<file path="config.mk">
export PLATFORM = sky130hd
export DESIGN_NAME = cmpirq_ctrl
export DESIGN_NICKNAME = d
export VERILOG_FILES = /design/src/rtl/cmpirq_pkg.sv /design/src/rtl/cmpirq_sync.sv /design/src/rtl/cmpirq_edge.sv /design/src/rtl/cmpirq_regs.sv /design/src/rtl/cmpirq_ctrl.sv
export SDC_FILE = /design/constraint.sdc
export NUM_CORES = 1
export LEC_CHECK = 0
export ABC_AREA = 1
export CORE_UTILIZATION = 45
export CTS_CLUSTER_DIAMETER = 120
export CTS_CLUSTER_SIZE = 14
export DETAILED_ROUTE_END_ITERATION = 7
export GPL_TIMING_DRIVEN = 0
export PLACE_DENSITY = 0.78
export SLEW_MARGIN = 20
export SYNTH_ARGS = -nofsm -noshare
export SYNTH_HDL_FRONTEND = slang
export SYNTH_SLANG_ARGS = --single-unit
</file>
<file path="constraint.sdc">
create_clock -name clk -period 1.6 [get_ports clk]
set_clock_uncertainty 0.15 [all_clocks]
set_input_delay 0.4 -clock clk [delete_from_list [all_inputs] [get_ports clk]]
set_output_delay 0.4 -clock clk [all_outputs]
set_load 0.1 [all_outputs]
</file>
<file path="src/rtl/cmpirq_pkg.sv">
package cmpirq_pkg;

   typedef enum logic [1:0] {
      EDGE_BOTH = 2'b00,
      EDGE_FALL = 2'b01,
      EDGE_RISE = 2'b10,
      EDGE_RSVD = 2'b11
   } edge_mode_e;

   localparam logic [1:0] ADDR_CTRL  = 2'd0;
   localparam logic [1:0] ADDR_INSEL = 2'd1;
   localparam logic [1:0] ADDR_REF   = 2'd2;
   localparam logic [1:0] ADDR_PADEN = 2'd3;

   localparam int CTRL_EN     = 0;
   localparam int CTRL_IRQEN  = 1;
   localparam int CTRL_PADOUT = 2;
   localparam int CTRL_MODE   = 3;
   localparam int CTRL_FLAG   = 5;
   localparam int CTRL_STAT   = 6;

endpackage

</file>
<file path="src/rtl/cmpirq_sync.sv">
module cmpirq_sync #(
   parameter int STAGES = 2
) (
   input  logic clk,
   input  logic rst_n,
   input  logic clr,
   input  logic async_in,
   output logic sync_out
);
   logic [STAGES-1:0] chain;

   generate
      for (genvar i = 0; i < STAGES; i++) begin : g_stage
         if (i == 0) begin : g_first
            always_ff @(posedge clk or negedge rst_n) begin
               if (!rst_n)   chain[0] <= 1'b0;
               else if (clr) chain[0] <= 1'b0;
               else          chain[0] <= async_in;
            end
         end else begin : g_next
            always_ff @(posedge clk or negedge rst_n) begin
               if (!rst_n)   chain[i] <= 1'b0;
               else if (clr) chain[i] <= 1'b0;
               else          chain[i] <= chain[i-1];
            end
         end
      end
   endgenerate

   assign sync_out = chain[STAGES-1];

   // a held-off synchronizer presents a low output
   a_r12_sync_held: assert property (@(posedge clk) disable iff (!rst_n)
      clr |=> !sync_out);

endmodule

</file>
<file path="src/rtl/cmpirq_edge.sv">
module cmpirq_edge #(
   parameter int STAGES = 2
) (
   input  logic                   clk,
   input  logic                   rst_n,
   input  logic                   enable,
   input  logic                   sync_in,
   input  cmpirq_pkg::edge_mode_e mode,
   output logic                   qual
);
   import cmpirq_pkg::*;

   localparam int CNT_W = $clog2(STAGES + 2);
   localparam logic [CNT_W-1:0] ARM_AT = CNT_W'(STAGES + 1);

   logic             prev;
   logic [CNT_W-1:0] warm_cnt;
   logic             armed;
   logic             rose;
   logic             fell;

   always_ff @(posedge clk or negedge rst_n) begin
      if (!rst_n) begin
         prev     <= 1'b0;
         warm_cnt <= '0;
      end else if (!enable) begin
         prev     <= 1'b0;
         warm_cnt <= '0;
      end else begin
         prev <= sync_in;
         if (warm_cnt != ARM_AT) warm_cnt <= warm_cnt + 1'b1;
      end
   end

   assign armed = (warm_cnt == ARM_AT);
   assign rose  = sync_in & ~prev;
   assign fell  = ~sync_in & prev;

   always_comb begin
      qual = 1'b0;
      if (armed) begin
         unique case (mode)
            EDGE_BOTH: qual = rose | fell;
            EDGE_FALL: qual = fell;
            EDGE_RISE: qual = rose;
            EDGE_RSVD: qual = 1'b0;
            default:   qual = 1'b0;
         endcase
      end
   end

   // reserved mode stays silent
   a_r6_reserved_quiet: assert property (@(posedge clk) disable iff (!rst_n)
      (mode == EDGE_RSVD) |-> !qual);
   // rising-only mode reports only when the input is now high
   a_r5_rise_only: assert property (@(posedge clk) disable iff (!rst_n)
      (mode == EDGE_RISE && qual) |-> sync_in);
   // falling-only mode reports only when the input is now low
   a_r4_fall_only: assert property (@(posedge clk) disable iff (!rst_n)
      (mode == EDGE_FALL && qual) |-> !sync_in);
   // nothing qualifies while disabled or in the cycle right after enabling
   a_r12_no_edge_off: assert property (@(posedge clk) disable iff (!rst_n)
      !enable |=> !qual);

endmodule

</file>
<file path="src/rtl/cmpirq_regs.sv">
module cmpirq_regs #(
   parameter int DATA_W  = 8,
   parameter int LEVEL_W = 5,
   parameter int SEL_W   = 3,
   parameter int N_EXT   = 7
) (
   input  logic                   clk,
   input  logic                   rst_n,
   input  logic                   bus_wr,
   input  logic [1:0]             bus_addr,
   input  logic [DATA_W-1:0]      bus_wdata,
   output logic [DATA_W-1:0]      bus_rdata,
   input  logic                   edge_qual,
   input  logic                   status,
   output logic                   cmp_en,
   output logic                   irq_en,
   output logic                   pad_out_en,
   output cmpirq_pkg::edge_mode_e mode,
   output logic                   flag,
   output logic [SEL_W-1:0]       pos_sel,
   output logic [SEL_W-1:0]       neg_sel,
   output logic [LEVEL_W-1:0]     ref_level,
   output logic                   ref_src,
   output logic                   ref_en,
   output logic [N_EXT-1:0]       ext_pad_en
);
   import cmpirq_pkg::*;

   localparam int REF_SRC_BIT = LEVEL_W;
   localparam int REF_EN_BIT  = LEVEL_W + 1;
   localparam int NEG_LO      = SEL_W;

   logic wr_ctrl, wr_insel, wr_ref, wr_paden;
   logic flag_clr;

   assign wr_ctrl  = bus_wr && (bus_addr == ADDR_CTRL);
   assign wr_insel = bus_wr && (bus_addr == ADDR_INSEL);
   assign wr_ref   = bus_wr && (bus_addr == ADDR_REF);
   assign wr_paden = bus_wr && (bus_addr == ADDR_PADEN);
   assign flag_clr = wr_ctrl && bus_wdata[CTRL_FLAG];

   always_ff @(posedge clk or negedge rst_n) begin
      if (!rst_n) begin
         cmp_en     <= 1'b0;
         irq_en     <= 1'b0;
         pad_out_en <= 1'b0;
         mode       <= EDGE_BOTH;
      end else if (wr_ctrl) begin
         cmp_en     <= bus_wdata[CTRL_EN];
         irq_en     <= bus_wdata[CTRL_IRQEN];
         pad_out_en <= bus_wdata[CTRL_PADOUT];
         mode       <= edge_mode_e'(bus_wdata[CTRL_MODE +: 2]);
      end
   end

   always_ff @(posedge clk or negedge rst_n) begin
      if (!rst_n)         flag <= 1'b0;
      else if (edge_qual) flag <= 1'b1;
      else if (flag_clr)  flag <= 1'b0;
   end

   always_ff @(posedge clk or negedge rst_n) begin
      if (!rst_n) begin
         pos_sel <= '0;
         neg_sel <= '0;
      end else if (wr_insel && !cmp_en) begin
         pos_sel <= bus_wdata[SEL_W-1:0];
         neg_sel <= bus_wdata[NEG_LO +: SEL_W];
      end
   end

   always_ff @(posedge clk or negedge rst_n) begin
      if (!rst_n) begin
         ref_level <= '0;
         ref_src   <= 1'b0;
         ref_en    <= 1'b0;
      end else if (wr_ref) begin
         if (!ref_en) ref_level <= bus_wdata[LEVEL_W-1:0];
         ref_src <= bus_wdata[REF_SRC_BIT];
         ref_en  <= bus_wdata[REF_EN_BIT];
      end
   end

   generate
      for (genvar p = 0; p < N_EXT; p++) begin : g_pad
         always_ff @(posedge clk or negedge rst_n) begin
            if (!rst_n)        ext_pad_en[p] <= 1'b0;
            else if (wr_paden) ext_pad_en[p] <= bus_wdata[p];
         end
      end
   endgenerate

   always_comb begin
      bus_rdata = '0;
      unique case (bus_addr)
         ADDR_CTRL: begin
            bus_rdata[CTRL_EN]          = cmp_en;
            bus_rdata[CTRL_IRQEN]       = irq_en;
            bus_rdata[CTRL_PADOUT]      = pad_out_en;
            bus_rdata[CTRL_MODE +: 2]   = mode;
            bus_rdata[CTRL_FLAG]        = flag;
            bus_rdata[CTRL_STAT]        = status;
         end
         ADDR_INSEL: begin
            bus_rdata[SEL_W-1:0]        = pos_sel;
            bus_rdata[NEG_LO +: SEL_W]  = neg_sel;
         end
         ADDR_REF: begin
            bus_rdata[LEVEL_W-1:0]      = ref_level;
            bus_rdata[REF_SRC_BIT]      = ref_src;
            bus_rdata[REF_EN_BIT]       = ref_en;
         end
         default: bus_rdata[N_EXT-1:0] = ext_pad_en;
      endcase
   end

   // flag holds unless cleared
   a_r7_flag_sticky: assert property (@(posedge clk) disable iff (!rst_n)
      (flag && !flag_clr) |=> flag);
   // a qualifying edge wins over a same-cycle clear
   a_r8_set_wins: assert property (@(posedge clk) disable iff (!rst_n)
      edge_qual |=> flag);
   // selects frozen while comparator enabled
   a_r10_sel_locked: assert property (@(posedge clk) disable iff (!rst_n)
      cmp_en |=> ($stable(pos_sel) && $stable(neg_sel)));
   // level frozen while reference enabled
   a_r11_level_locked: assert property (@(posedge clk) disable iff (!rst_n)
      ref_en |=> $stable(ref_level));

endmodule

</file>
<file path="src/rtl/cmpirq_ctrl.sv">
module cmpirq_ctrl #(
   parameter int DATA_W      = 8,
   parameter int LEVEL_W     = 5,
   parameter int SEL_W       = 3,
   parameter int N_EXT       = 7,
   parameter int SYNC_STAGES = 2
) (
   input  logic               clk,
   input  logic               rst_n,
   input  logic               bus_wr,
   input  logic [1:0]         bus_addr,
   input  logic [DATA_W-1:0]  bus_wdata,
   output logic [DATA_W-1:0]  bus_rdata,
   input  logic               cmp_raw,
   output logic               cmp_en,
   output logic               ref_en,
   output logic               ref_src,
   output logic [LEVEL_W-1:0] ref_level,
   output logic [SEL_W-1:0]   pos_sel,
   output logic [SEL_W-1:0]   neg_sel,
   output logic               pad_out_en,
   output logic [N_EXT-1:0]   ext_pad_en,
   output logic               cmp_status,
   output logic               irq
);
   import cmpirq_pkg::*;

   localparam int N_SRC = N_EXT + 1;

   generate
      if (SEL_W != $clog2(N_SRC)) begin : g_bad_sel
         $error("SEL_W must encode N_EXT external sources plus the reference");
      end
      if (SYNC_STAGES < 2) begin : g_bad_sync
         $error("SYNC_STAGES must be at least 2");
      end
      if (DATA_W < 7 || DATA_W < N_EXT || DATA_W < LEVEL_W + 2 || DATA_W < 2 * SEL_W) begin : g_bad_data
         $error("DATA_W too narrow for the register fields");
      end
   endgenerate

   logic       sync_q;
   logic       edge_qual;
   logic       irq_en;
   logic       flag;
   edge_mode_e mode;

   cmpirq_sync #(.STAGES(SYNC_STAGES)) u_sync (
      .clk      (clk),
      .rst_n    (rst_n),
      .clr      (!cmp_en),
      .async_in (cmp_raw),
      .sync_out (sync_q)
   );

   cmpirq_edge #(.STAGES(SYNC_STAGES)) u_edge (
      .clk     (clk),
      .rst_n   (rst_n),
      .enable  (cmp_en),
      .sync_in (sync_q),
      .mode    (mode),
      .qual    (edge_qual)
   );

   cmpirq_regs #(
      .DATA_W  (DATA_W),
      .LEVEL_W (LEVEL_W),
      .SEL_W   (SEL_W),
      .N_EXT   (N_EXT)
   ) u_regs (
      .clk        (clk),
      .rst_n      (rst_n),
      .bus_wr     (bus_wr),
      .bus_addr   (bus_addr),
      .bus_wdata  (bus_wdata),
      .bus_rdata  (bus_rdata),
      .edge_qual  (edge_qual),
      .status     (sync_q),
      .cmp_en     (cmp_en),
      .irq_en     (irq_en),
      .pad_out_en (pad_out_en),
      .mode       (mode),
      .flag       (flag),
      .pos_sel    (pos_sel),
      .neg_sel    (neg_sel),
      .ref_level  (ref_level),
      .ref_src    (ref_src),
      .ref_en     (ref_en),
      .ext_pad_en (ext_pad_en)
   );

   assign cmp_status = sync_q;
   assign irq        = flag & irq_en;

   // masked interrupt never reaches the pin
   a_r9_irq_masked: assert property (@(posedge clk) disable iff (!rst_n)
      !irq_en |-> !irq);
   // status is low while the comparator is off
   a_r2_status_off: assert property (@(posedge clk) disable iff (!rst_n)
      !cmp_en |=> !cmp_status);

endmodule

</file>
==> metrics.txt <==
dpl ws -1170 ps; DIE WIDTH 62.2 um; CP max stage delay 510 ps; fraction of the cycle the final worst path needs 116%; share of flip-flops with an asynchronous set or reset 100%; antenna cell count 0; TNS Setup -2010 ps; fraction of layout cells with a size suffix above 1 47.8%; Slew HR 54.2%; DRC viols 0; Top Family by Delay on Critical Path flip-flops; GR Util All Layers 25.2%; count leader, synth nand2_1; final core utilization 78.9%; Critical Path Start Type register; Final HPWL DP 3180 um; fin. max-slew vios 0; RSZ-0062 raised after global routing true; worst skew pair latency 330 ps; Tmin final 1860 ps; post-synth top area cell dfrtp_1; Reg clk slew, reported paths 100 ps; global route overflow 0; Synth Flop Type dfrtp_1; P_sw 1.86 mW; pwr dens 1410 mW/mm^2; area delta synth->final 64.1%; TritonCTS Buffers 5; DR vias 1547; setup ws final -255 ps; Initial Utilization 48.1%; violated checks negative setup slack; Pre-Repair DR Iteration Count 4; CP Max Fanout 3; highest routed layer met4; status finished, violations left; slowest CP cell dfrtp_4; CTS tree done; full die area 0.00386 mm^2; synth unique cells 24; Final #Nets 263; Crit path required time 1050 ps; worst hold path class input pin to register; Post-Syn Instances 187; CTS root buffer clkbuf_4; Gate power share 55.3%; Worst-Margin Slew 687 ps; H-tree level count 2; routed metal-1 wirelength 1950 um; sequential share of power 30.8%; row count 21; top-area cell type share of the netlist area 47.6%; Max Root-Sink Buffers 2; first-pass GRT wire length 7440 um; Switching Share 49.2%; Syn Area/Cell 8.71 um^2; I/O pin count 46; path type of the worst setup path register to primary output; synthesized flop and latch total 31; Fin Hold WS 241 ps; Core Footprint 0.00339 mm^2; CP Capture Type primary output; Tot Pwr 3.77 mW; CP cell instances nand3_2 -> nand4_1 -> buf_8; clock share of power 13.9%; I/O Buffers 41; wire length per cell 16.0 um; Ys Warns 0; Die Y 62.2 um; Arrival @ worst endpoint 1310 ps; CP bufs+invs 1; gp weighted congestion 0.825; DR vias/cell 5.28; vias in the first global route 1511; 1st-iter DRT viols 76; most frequent cells after synthesis 54 x nand2_1, 31 x dfrtp_1, 25 x nand3_1, 19 x inv_1, 12 x nand4_1; DR WL met3 274 um; Final Hold Viols 0; largest cells by area after synthesis dfrtp_1 48%, nand2_1 12%, nand3_1 7.7%; Routed Antenna Nets 0; P_int 1.92 mW; syn_nets 204; Post-synth EDFFs 0; largest net degree at the start of global routing 32; MaxCap Viol Count 0; Final setup viols 12; maximum ir drop on the vdd rail 0.732 mV; DR WL met2 2240 um; fmax 0.539 GHz; Leak Pwr 1.22 nW; initial antenna violation count 0; CTS Sinks 31; Post-Syn Area 0.00163 mm^2; register area share after synthesis 47.6%; Post-Route WL 4690 um
==> final timing paths <==
path                                    from  slack (ps)                end  cells after the start
hold reg to reg              u_sync.chain[0]         300    u_sync.sync_out                      2
min in group asynchronous              rst_n         490  u_regs.neg_sel[2]                      2
max in group asynchronous              rst_n         310  u_regs.neg_sel[1]                      2
setup reg to reg               u_regs.cmp_en         190  u_regs.neg_sel[0]                      5
setup / recovery           u_regs.neg_sel[0]        -260       bus_rdata[3]                      3
hold / removal                   bus_addr[1]         240  u_regs.neg_sel[2]                      4
==> cells by family after synthesis <==
family | Yosys count | share of synthesized area, %
AOI/OAI and AO/OA | 19 | 8.29
adders and majority gates | 3 | 2.30
buffers and inverters | 29 | 8.83
DFF | 31 | 47.6
other | 1 | 0.230
and+or+nand+nor | 104 | 32.7
==> cells in the final DEF, fill, tap and decap left out, drive strengths merged <==
cell type	count
o21ai	16
clkdlybuf4s50	9
nand2	58
inv	22
buf	49
dfrtp	31
ha	3
nand3	27
clkbuf	8
dlygate4sd3	1
o211ai	1
nand4	12
conb	1
a21oi	2
nor2	7
==> cell type report <==
| cell class | count | area [um^2] |
|---|---|---|
| Tap cell | 46 | 57.6 |
| Sequential cell | 31 | 856 |
| Inverter | 22 | 90.1 |
| Multi-Input combinational cell | 127 | 785 |
| Buffer | 7 | 96.3 |
| Timing Repair Buffer | 52 | 721 |
| Fill cell | 206 | 716 |
| Clock buffer | 8 | 68.8 |
==> tightest hold or removal path: stages <==
cell and delay, ps:
buf_12 100, nor2_4 70, nand4_1 70, nand2_1 50
==> state kept, by name, indices dropped and copies added (netlist names) <==
| signal | cells |
|---|---|
| u_regs.ext_pad_en | 7 |
| u_regs.ref_level | 5 |
| u_regs.neg_sel | 3 |
| u_regs.pos_sel | 3 |
| u_edge.warm_cnt | 2 |
| u_regs.mode | 2 |
| u_edge.prev | 1 |
| u_regs.cmp_en | 1 |
| u_regs.flag | 1 |
| u_regs.irq_en | 1 |
| u_regs.pad_out_en | 1 |
| u_regs.ref_en | 1 |
| u_regs.ref_src | 1 |
| u_sync.chain | 1 |
| u_sync.sync_out | 1 |
==> power by group through the flow <==
stage / clock network, mW / registers, mW / logic (mW)
after CTS: 0.540 / 1.15 / 1.90
after global routing: 0.572 / 1.19 / 2.16
final: 0.525 / 1.16 / 2.09
after floorplan: 0 / 1.89 / 0.580
after detailed placement: 0 / 1.14 / 1.74
after global placement: 0 / 1.13 / 1.73
==> layer usage <==
metal | GRT usage [%] | vias to the layer above
met1 | 33.0 | 734
met3 | 6.99 | 25
met5 | 0 | -
li1 | - | 731
met2 | 38.2 | 57
met4 | 12.8 | 0
==> per-stage QoR <==
step / instance area, um^2 / cells
floorplan: 1820 / 187
global placement: 2290 / 274
detailed placement: 2280 / 274
CTS: 2520 / 288
global route: 2670 / 293
finish: 2670 / 293
==> what timing repair did <==
item | in CTS | in global routing
hold buffers | 1 | 0
setup endpoints to repair | 31 | 30
pin swaps | 6 | 2
cloned | 0 | 0
setup buffers | 5 | 6
gates resized for setup | 237 | 28
endpoints found under the hold margin | 31 | 0
Note: power is estimated with default switching activity, not from simulation.
